[src/rtl/fbg_pkg.sv]
`timescale 1ns/1ps
package fbg_pkg;

    // sizing
    parameter int unsigned DIV_BYTES = 2;   // byte registers forming the divisor
    parameter int unsigned FRAC_W    = 4;   // width of add value and multiplier

    localparam int unsigned DIV_W     = 8 * DIV_BYTES;
    localparam int unsigned CNT_W     = DIV_W + 1;        // room for a doubled period
    localparam int unsigned ACC_W     = FRAC_W + 1;       // sum of two fields
    localparam int unsigned N_REGS    = DIV_BYTES + 2;
    localparam int unsigned ADDR_W    = $clog2(N_REGS);
    localparam int unsigned FRAC_ADDR = DIV_BYTES;
    localparam int unsigned CTRL_ADDR = DIV_BYTES + 1;
    localparam int unsigned LATCH_BIT = 7;

    // rate setting as used by the period logic
    typedef struct packed {
        logic [DIV_W-1:0]  div;
        logic [FRAC_W-1:0] dadd;
        logic [FRAC_W-1:0] mul;
    } rate_cfg_t;

    // what happens at a pulse boundary
    typedef enum logic [1:0] {
        STEP_IDLE    = 2'd0,
        STEP_PLAIN   = 2'd1,
        STEP_STRETCH = 2'd2,
        STEP_RESTART = 2'd3
    } step_e;

    // apply legality rules and hardware minimums to raw register contents
    function automatic rate_cfg_t fbg_normalize(
        input logic [DIV_W-1:0]    div_raw,
        input logic [2*FRAC_W-1:0] frac_raw
    );
        rate_cfg_t c;
        c.dadd = frac_raw[FRAC_W-1:0];
        c.mul  = frac_raw[2*FRAC_W-1:FRAC_W];
        if (c.mul == '0 || c.dadd >= c.mul) begin
            c.dadd = '0;
            c.mul  = FRAC_W'(1);
        end
        c.div = div_raw;
        if (c.div == '0)
            c.div = DIV_W'(1);
        if (c.dadd != '0 && c.div < DIV_W'(2))
            c.div = DIV_W'(2);
        return c;
    endfunction

    function automatic rate_cfg_t fbg_reset_cfg();
        return fbg_normalize('0, '0);
    endfunction

endpackage

[src/rtl/fbg_regs.sv]
`timescale 1ns/1ps
module fbg_regs
    import fbg_pkg::*;
(
    input  logic                 clk,
    input  logic                 rst,
    input  logic                 wr_en,
    input  logic [ADDR_W-1:0]    wr_addr,
    input  logic [7:0]           wr_data,
    output logic [DIV_W-1:0]     div_raw,
    output logic [2*FRAC_W-1:0]  frac_raw,
    output logic                 latch_o
);

    logic latch_q;
    logic gate_open;

    assign gate_open = wr_en && latch_q;

    // one byte register per divisor slice
    for (genvar g = 0; g < DIV_BYTES; g++) begin : g_div_byte
        logic [7:0] byte_q;
        always_ff @(posedge clk) begin
            if (rst)
                byte_q <= '0;
            else if (gate_open && wr_addr == ADDR_W'(g))
                byte_q <= wr_data;
        end
        assign div_raw[8*g +: 8] = byte_q;
    end

    logic [2*FRAC_W-1:0] frac_q;
    always_ff @(posedge clk) begin
        if (rst)
            frac_q <= '0;
        else if (gate_open && wr_addr == ADDR_W'(FRAC_ADDR))
            frac_q <= wr_data[2*FRAC_W-1:0];
    end

    // the control byte is always writable; only the latch bit is kept
    always_ff @(posedge clk) begin
        if (rst)
            latch_q <= 1'b0;
        else if (wr_en && wr_addr == ADDR_W'(CTRL_ADDR))
            latch_q <= wr_data[LATCH_BIT];
    end

    assign frac_raw = frac_q;
    assign latch_o  = latch_q;

endmodule

[src/rtl/fbg_frac.sv]
`timescale 1ns/1ps
module fbg_frac
    import fbg_pkg::*;
(
    input  logic                 clk,
    input  logic                 rst,
    input  logic                 tick,
    input  logic [DIV_W-1:0]     div_raw,
    input  logic [2*FRAC_W-1:0]  frac_raw,
    output rate_cfg_t            act_o,
    output logic [FRAC_W-1:0]    acc_o,
    output step_e                step_o,
    output logic [DIV_W-1:0]     next_div_o
);

    rate_cfg_t          pend;
    rate_cfg_t          act_q;
    logic [FRAC_W-1:0]  acc_q;
    logic [FRAC_W-1:0]  acc_nxt;
    logic [ACC_W-1:0]   sum;
    logic [ACC_W-1:0]   mul_ext;
    step_e              step;

    assign pend    = fbg_normalize(div_raw, frac_raw);
    assign sum     = ACC_W'(acc_q) + ACC_W'(pend.dadd);
    assign mul_ext = ACC_W'(pend.mul);

    always_comb begin
        step    = STEP_IDLE;
        acc_nxt = acc_q;
        if (tick) begin
            if (pend != act_q) begin
                step    = STEP_RESTART;
                acc_nxt = '0;
            end else if (sum >= mul_ext) begin
                step    = STEP_STRETCH;
                acc_nxt = FRAC_W'(sum - mul_ext);
            end else begin
                step    = STEP_PLAIN;
                acc_nxt = FRAC_W'(sum);
            end
        end
    end

    always_ff @(posedge clk) begin
        if (rst) begin
            act_q <= fbg_reset_cfg();
            acc_q <= '0;
        end else if (tick) begin
            act_q <= pend;
            acc_q <= acc_nxt;
        end
    end

    assign act_o      = act_q;
    assign acc_o      = acc_q;
    assign step_o     = step;
    assign next_div_o = pend.div;

endmodule

[src/rtl/fbg_period.sv]
`timescale 1ns/1ps
module fbg_period
    import fbg_pkg::*;
(
    input  logic              clk,
    input  logic              rst,
    input  step_e             step,
    input  logic [DIV_W-1:0]  next_div,
    output logic              tick_o
);

    logic [CNT_W-1:0] cnt_q;
    logic [CNT_W-1:0] reload;

    assign reload = (step == STEP_STRETCH) ? {next_div, 1'b0} : {1'b0, next_div};
    assign tick_o = !rst && (cnt_q == '0);

    always_ff @(posedge clk) begin
        if (rst)
            cnt_q <= '0;
        else if (tick_o)
            cnt_q <= reload - CNT_W'(1);
        else
            cnt_q <= cnt_q - CNT_W'(1);
    end

endmodule

[src/rtl/frac_baud_gen.sv]
`timescale 1ns/1ps
module frac_baud_gen
    import fbg_pkg::*;
(
    input  logic               clk,
    input  logic               rst,
    input  logic               wr_en,
    input  logic [ADDR_W-1:0]  wr_addr,
    input  logic [7:0]         wr_data,
    output logic               tick_o
);

    logic [DIV_W-1:0]    div_raw;
    logic [2*FRAC_W-1:0] frac_raw;
    logic                latch;
    rate_cfg_t           act_cfg;
    logic [FRAC_W-1:0]   acc_q;
    step_e               step;
    logic [DIV_W-1:0]    next_div;

    fbg_regs u_regs (
        .clk      (clk),
        .rst      (rst),
        .wr_en    (wr_en),
        .wr_addr  (wr_addr),
        .wr_data  (wr_data),
        .div_raw  (div_raw),
        .frac_raw (frac_raw),
        .latch_o  (latch)
    );

    fbg_frac u_frac (
        .clk        (clk),
        .rst        (rst),
        .tick       (tick_o),
        .div_raw    (div_raw),
        .frac_raw   (frac_raw),
        .act_o      (act_cfg),
        .acc_o      (acc_q),
        .step_o     (step),
        .next_div_o (next_div)
    );

    fbg_period u_period (
        .clk      (clk),
        .rst      (rst),
        .step     (step),
        .next_div (next_div),
        .tick_o   (tick_o)
    );

endmodule

[config.mk]
export PLATFORM = sky130hd
export DESIGN_NAME = frac_baud_gen
export DESIGN_NICKNAME = d
export VERILOG_FILES = /design/src/rtl/fbg_pkg.sv /design/src/rtl/fbg_regs.sv /design/src/rtl/fbg_frac.sv /design/src/rtl/fbg_period.sv /design/src/rtl/frac_baud_gen.sv
export SDC_FILE = /design/constraint.sdc
export NUM_CORES = 1
export LEC_CHECK = 0
export ABC_AREA = 1
export CAP_MARGIN = 20
export CORE_MARGIN = 4
export CORE_UTILIZATION = 31
export CTS_CLUSTER_SIZE = 25
export DETAILED_ROUTE_END_ITERATION = 6
export HOLD_SLACK_MARGIN = 0.08
export PLACE_DENSITY_LB_ADDON = 0.3
export SLEW_MARGIN = 20
export SYNTH_ARGS = -nofsm -noshare
export SYNTH_HDL_FRONTEND = slang
export SYNTH_SLANG_ARGS = --single-unit
[constraint.sdc]
create_clock -name clk -period 6.7 [get_ports clk]
set_input_delay 0.67 -clock clk [delete_from_list [all_inputs] [get_ports clk]]
set_output_delay 0.67 -clock clk [all_outputs]
set_load 0.005 [all_outputs]
==> results.yml, run 1 <==
logic_synthesis:
  synth_top_area_cell: "dfxtp_1"
  synth_cell_types: 34
  synthMuxAreaShare_pct: 0
  synth_warnings: 0
  synth_xor_area_share_pct: 1.228
  synth_area_um2: 4278
  synth-compound-area-share_pct: 15.85
  synth_ff_type: "dfxtp_1"
  synth_async_sr_flop_share_pct: 0
  synth_area_leaders: "dfxtp_1 (33%), nand2_1 (8.6%), inv_1 (8.0%), a21oi_1 (7.3%), nor2_1 (6.6%)"
  synthTopCellsByCount: "nand2_1 (98), inv_1 (91), nor2_1 (75)"
  syn_inst: 638
  avgSynthCellArea_um2: 6.705
  yosys.area_share.adder_pct: 4.738
  ys_seq_elements: 70
  yosysMostFrequentCell: "nand2_1"
  ys_seq_area_share_pct: 32.76
  synth.net_count: 666
  synth_top_area_share_pct: 32.76
  synthSimpleGateAreaFrac_pct: 34.78
  synth_top_family_by_area: "simple AND/OR/NAND/NOR gates"
  synth_edf_count: 0
timing:
  finalSetupTns_ns: 0
  slew_viol_final: 0
  timing.final.crit_period_ns: 5.108
  rsz0062_at_grt: "false"
  finalHoldViolCount: 0
  skew_ns: 0.004366
  period_share_pct: 76.23
  max_slew_margin_pct: 51.36
  worst_pin_slew_ns: 0.7288
  fin_ws_ns: 1.592
  setup_viol: 0
  fmax_mhz: 195.8
hold_path:
  hold_depth: 2
  min_path_type: "flop to flop"
  min_to: "u_regs.latch_o$_SDFFE_PP0P_"
  min-delay-start: "u_regs.latch_o$_SDFFE_PP0P_"
floorplan:
  die_height_um: 125.5
  dieArea_um2: 15740
  design.core.area_um2: 13400
  ios: 14
  rows: 42
  start_util_pct: 31.92
  die_w_um: 125.5
pwr:
  ir_worst_vdd_mv: 0.1921
  p_leak_nw: 2.169
  power.density_nw_per_um2: 377.5
clock_tree:
  cts_resized: 0
  ctsHtreeMaxLevel: 3
  cts_buffer_depth: 2
  clock_sinks: 70
  hold_buffers: 0
  cts.clk_slew.worst_paths_ns: 0.05
  cts_root_buf: "clkbuf_16"
  cts_tree: "done"
  clock_latency_ns: 0.33
  post_cts_buffers: 0
  cts_buffers: 9
placed_design:
  place_congestion: 0.9187
  numPortBuffers: 13
  dpl_worst_slack_ns: 1.637
  dp.cells: 808
  dp_hpwl_um: 8475
layout:
  antenna_cells: 0
  final_layout_size_suffix_gt1_share_pct: 9.259
  area_growth_syn_to_layout_pct: 13.31
  instances_no_fill: 824
  final.fill_count: 1471
  fin_nets: 671
detailed_routing:
  drt_pass1_iterations: 5
  ant_nets: 0
  dr_total_vias: 4091
  drc_errors: 0
  wire_per_inst_um: 13.50
  viasPerCell: 4.965
  drtIter0Drc: 297
  finalWirelength_um: 11130
setup_path:
  critPathLaunchType: "flop"
  end_kind: "flop"
  cp_cell_sequence: "ha_1 > nand2_1 > nand2_1 > a21oi_4 > nand3_1 > inv_1 > ha_1 > fa_1 > ha_1 > inv_1 > o21bai_1 > a21oi_1 > nor2_1 > nor3_1 > nor2_2 > nand3_2 > nand2_1 > nand3_2 > nor2_1 > nand2_2 > nor2_4 > nand3_1 > nand2_1 > nor2_1"
  worstReg2RegEnd: "u_period.cnt_q[15]$_SDFF_PP0_"
  r2r_slack_ns: 1.59
  cp_slowest_stage_delay_ns: 0.53
  crit_fanout: 17
  crit_required_ns: 6.93
  slowest_stage: "nor2_2"
  critical_path_class: "flop to flop"
  arrival_ns: 5.34
  cp_common_cell: "nand2_1"
  rr_worst_depth: 24
  crit_buf_inv: 2
  timing.rr.start: "u_regs.frac_raw[3]$_SDFFE_PP0P_"
  cp_top_family: "simple AND/OR/NAND/NOR gates"
global_routing:
  grt_use_total_pct: 14.62
  grt_max_degree: 63
  grt_pass1_vias: 3856
  grt_first_pass_wirelength_um: 18840
  grt-ovfl-total: 0
  antenna_found_initial: 0
flow_run:
  max_cap_viol_count: 0
outcome:
  outcome: "complete, no violations"
[worst min-delay path: cells and delay by family (launching register included)]
kind	cells	cell delay, ns
DFF	1	0.30
AOI/OAI and AO/OA	1	0.05
buffers and inverters	1	0.05
[per-stage QoR]
step	hold slack, ns	util, %	total power, mW	cell area (µm²)
final	0.4485	36.17	1.830	4847
after detailed placement	0.4428	33.91	1.347	4544
after global placement	0.4367	33.91	1.336	4544
after global routing	0.4951	36.17	1.977	4847
after floorplan	0.4239	-	1.187	4278
after CTS	0.4507	36.17	1.836	4847
[per-layer routing]
metal	share of wire, %	global-route usage [%]	vias up
li1	-	-	2098
met1	49	20.06	1866
met2	44	22.31	102
met3	4.2	2.047	25
met4	3.0	7.526	0
met5	0	0	-
[logic make-up after synthesis]
kind of cell / count (synthesis)
AO/OA/AOI/OAI: 129
XOR/XNOR: 6
adder cells (fa/ha/maj): 15
buffers and inverters: 115
flip-flops: 70
AND/OR/NAND/NOR: 303
[report_power, final]
group / internal (mW) / total, mW / switching, mW
sequential: 0.494 / 0.540 / 0.0456
combinational: 0.267 / 0.808 / 0.540
clock: 0.308 / 0.482 / 0.174
total: 1.07 / 1.83 / 0.760
[final cells by class]
class	count	area, µm²	share of cell area (%)
flip-flops and latches	70	1401	28.91
multi-input cells	453	2421	49.95
clock buffers	13	260.3	5.369
well taps	176	220.2	4.543
inverters	93	349.1	7.202
repair buffers	16	152.6	3.149
clock inverters	3	42.54	0.8776
[cell usage in the layout, fill, tap and decap left out, types with 3 or more instances in the layout]
cell,count
nand2_1,98
inv_1,91
nor2_1,75
dfxtp_1,70
a21oi_1,62
o21ai_0,55
nand3_1,54
nand4_1,20
ha_1,13
clkdlybuf4s50_1,13
clkbuf_16,9
or2_2,8
nor2_2,8
nand2_2,7
nor3_1,7
nand3_2,7
o211ai_1,5
nor2_4,5
xor2_1,4
nand3b_1,3
nand3_4,3
o21ai_1,3
buf_4,3
[state kept, by name (all words and copies together) (netlist names)]
register / count
u_regs.latch_o: 1
u_regs.frac_raw: 8
u_frac.acc_o: 4
u_period.cnt_q: 17
u_frac.act_o: 24
u_regs.g_div_byte.byte_q: 16
[how the worst max path moves through the flow]
stage / endpoint / cells past startpoint / start
after floorplan: u_period.cnt_q[16]$_SDFF_PP0_ / 29 / u_regs.frac_raw[7]$_SDFFE_PP0P_
after global placement: u_period.cnt_q[5]$_SDFF_PP0_ / 24 / u_regs.frac_raw[7]$_SDFFE_PP0P_
after detailed placement: u_period.cnt_q[14]$_SDFF_PP0_ / 25 / u_regs.frac_raw[7]$_SDFFE_PP0P_
after CTS: u_period.cnt_q[14]$_SDFF_PP0_ / 25 / u_regs.frac_raw[7]$_SDFFE_PP0P_
after global routing: u_period.cnt_q[5]$_SDFF_PP0_ / 24 / u_regs.frac_raw[7]$_SDFFE_PP0P_
final: u_period.cnt_q[15]$_SDFF_PP0_ / 24 / u_regs.frac_raw[3]$_SDFFE_PP0P_
(Power assumes the default switching activity.)
==> run 2, diff against run 1 <==
- clock period: 6.7 -> 5.03 ns (I/O delays scaled with it)
==> results.yml, run 2 (synthesis gave the netlist of run 1 again) <==
clock_tree:
  cts_root_buf: "clkbuf_16"
  clock_sinks: 70
  cts_tree: "done"
  cts_buffers: 9
  cts.clk_slew.worst_paths_ns: 0.06
  cts_buffer_depth: 2
  ctsHtreeMaxLevel: 3
  clock_latency_ns: 0.34
global_routing:
  grt_first_pass_wirelength_um: 19100
  use_met2_pct: 23.22
  grt_use_total_pct: 14.89
  grt_max_degree: 62
  top_usage_layer: "met2"
  grt_pass1_vias: 3972
  met3_usage_pct: 2.772
  grt_use_met1_pct: 19.74
  antenna_found_initial: 0
  grt-ovfl-total: 0
layout:
  final_layout_size_suffix_gt1_share_pct: 10.00
  largest_reg_flops: 24
  layout_common_cells: "nand2_1 (98), inv_1 (91), nor2_1 (75)"
  antenna_cells: 0
  final_common_cell: "nand2_1"
  fin_nets: 673
  area_growth_syn_to_layout_pct: 14.16
  final.fill_count: 1428
setup_path:
  crit_start: "u_regs.frac_raw[7]$_SDFFE_PP0P_"
  critical_path_class: "flop to flop"
  worstReg2RegEnd: "u_period.cnt_q[13]$_SDFF_PP0_"
  cp_common_cell: "nand2_1"
  end_kind: "flop"
  crit_fanout: 14
  timing.rr.start: "u_regs.frac_raw[7]$_SDFFE_PP0P_"
  r2r_slack_ns: 0.46
  cp-endpoint: "u_period.cnt_q[13]$_SDFF_PP0_"
  critPathLaunchType: "flop"
  crit_required_ns: 5.26
  slowest_stage: "fa_1"
  arrival_ns: 4.80
  rr_worst_depth: 25
  cp_slowest_stage_delay_ns: 0.48
timing:
  worst_pin_slew_ns: 0.7643
  fmax_mhz: 218.7
  period_share_pct: 90.89
  slew_viol_final: 0
  max_slew_margin_pct: 48.99
  fin_ws_ns: 0.4580
  skew_ns: 0.009034
  finalHoldViolCount: 0
  setup_viol: 0
  timing.final.crit_period_ns: 4.572
  holdWs_ns: 0.4576
detailed_routing:
  drt_pass1_iterations: 5
  ant_nets: 0
  finalWirelength_um: 11360
  dr_total_vias: 4080
  drc_errors: 0
  drtIter0Drc: 302
  viasPerCell: 4.939
  wire_per_inst_um: 13.75
floorplan:
  start_util_pct: 31.92
  dieArea_um2: 15740
  die_height_um: 125.5
  design.core.area_um2: 13400
  rows: 42
  die_w_um: 125.5
  ios: 14
pwr:
  ir_worst_vdd_mv: 0.2513
  p_leak_nw: 2.195
  power.density_nw_per_um2: 508.9
placed_design:
  numPortBuffers: 13
  place_congestion: 0.9287
  dpl_worst_slack_ns: 0.3520
  dp_hpwl_um: 8557
hold_path:
  min_path_type: "flop to flop"
flow_run:
  max_cap_viol_count: 0
outcome:
  outcome: "complete, no violations"
## run 2: cell types whose count changed in the layout (fill, tap and decap cells not counted), sizes merged
cell,change
buf,+2
bufinv,+1
clkbuf,-4
clkinv,+4
clkinvlp,-1
## run 2: layer usage
layer / up-vias / part of all wire, %
met3: 29 / 3.7
li1: 2103 / -
met2: 95 / 45
met1: 1853 / 48
met4: 0 / 3.5
met5: - / 0
## run 2: what timing repair did
item | CTS | global route
hold buffers | 0 | 0
setup buffers | 0 | 0
setup endpoints to repair | 0 | 8
gates resized for setup | 0 | 2
## run 2: area by class of cell
cell class | instances | area [µm²] | area share, %
well taps | 176 | 220.2 | 4.509
inverters | 93 | 349.1 | 7.148
flip-flops and latches | 70 | 1401 | 28.70
repair buffers | 18 | 167.7 | 3.433
multi-input cells | 453 | 2431 | 49.78
clock buffers | 9 | 225.2 | 4.612
clock inverters | 7 | 88.84 | 1.819
## run 2: power by group
group / switching, mW / internal, mW / leakage, nW
combinational: 0.725 / 0.359 / 1.47
clock: 0.251 / 0.431 / 0.159
sequential: 0.0610 / 0.658 / 0.568
## run 2: stage by stage
stage / area (µm²) / setup TNS (ns) / util, % / instances / power [mW]
floorplan: 4278 / 0 / - / 638 / 1.582
global placement: 4559 / 0 / 34.02 / 810 / 1.778
detailed placement: 4559 / 0 / 34.02 / 810 / 1.795
CTS: 4873 / 0 / 36.37 / 826 / 2.484
global route: 4883 / -0.001492 / 36.44 / 826 / 2.680
finish: 4883 / 0 / 36.44 / 826 / 2.485
## run 2: worst min-delay path by stage
stage | depth (start not counted) | slack [ns] | from | end
after floorplan | 2 | 0.42 | u_regs.latch_o$_SDFFE_PP0P_ | u_regs.latch_o$_SDFFE_PP0P_
after global placement | 2 | 0.44 | u_regs.latch_o$_SDFFE_PP0P_ | u_regs.latch_o$_SDFFE_PP0P_
after detailed placement | 2 | 0.45 | u_regs.latch_o$_SDFFE_PP0P_ | u_regs.latch_o$_SDFFE_PP0P_
after CTS | 2 | 0.46 | u_regs.latch_o$_SDFFE_PP0P_ | u_regs.latch_o$_SDFFE_PP0P_
after global routing | 2 | 0.49 | u_regs.latch_o$_SDFFE_PP0P_ | u_regs.latch_o$_SDFFE_PP0P_
final | 2 | 0.46 | u_regs.latch_o$_SDFFE_PP0P_ | u_regs.latch_o$_SDFFE_PP0P_
## run 2: critical path, delay by kind of cell (launching register included)
family | cells | cell delay [ns]
simple gates | 15 | 2.10
buf+inv | 4 | 0.46
flops | 1 | 0.37
fa+ha+maj | 3 | 1.09
compound gates | 3 | 0.42
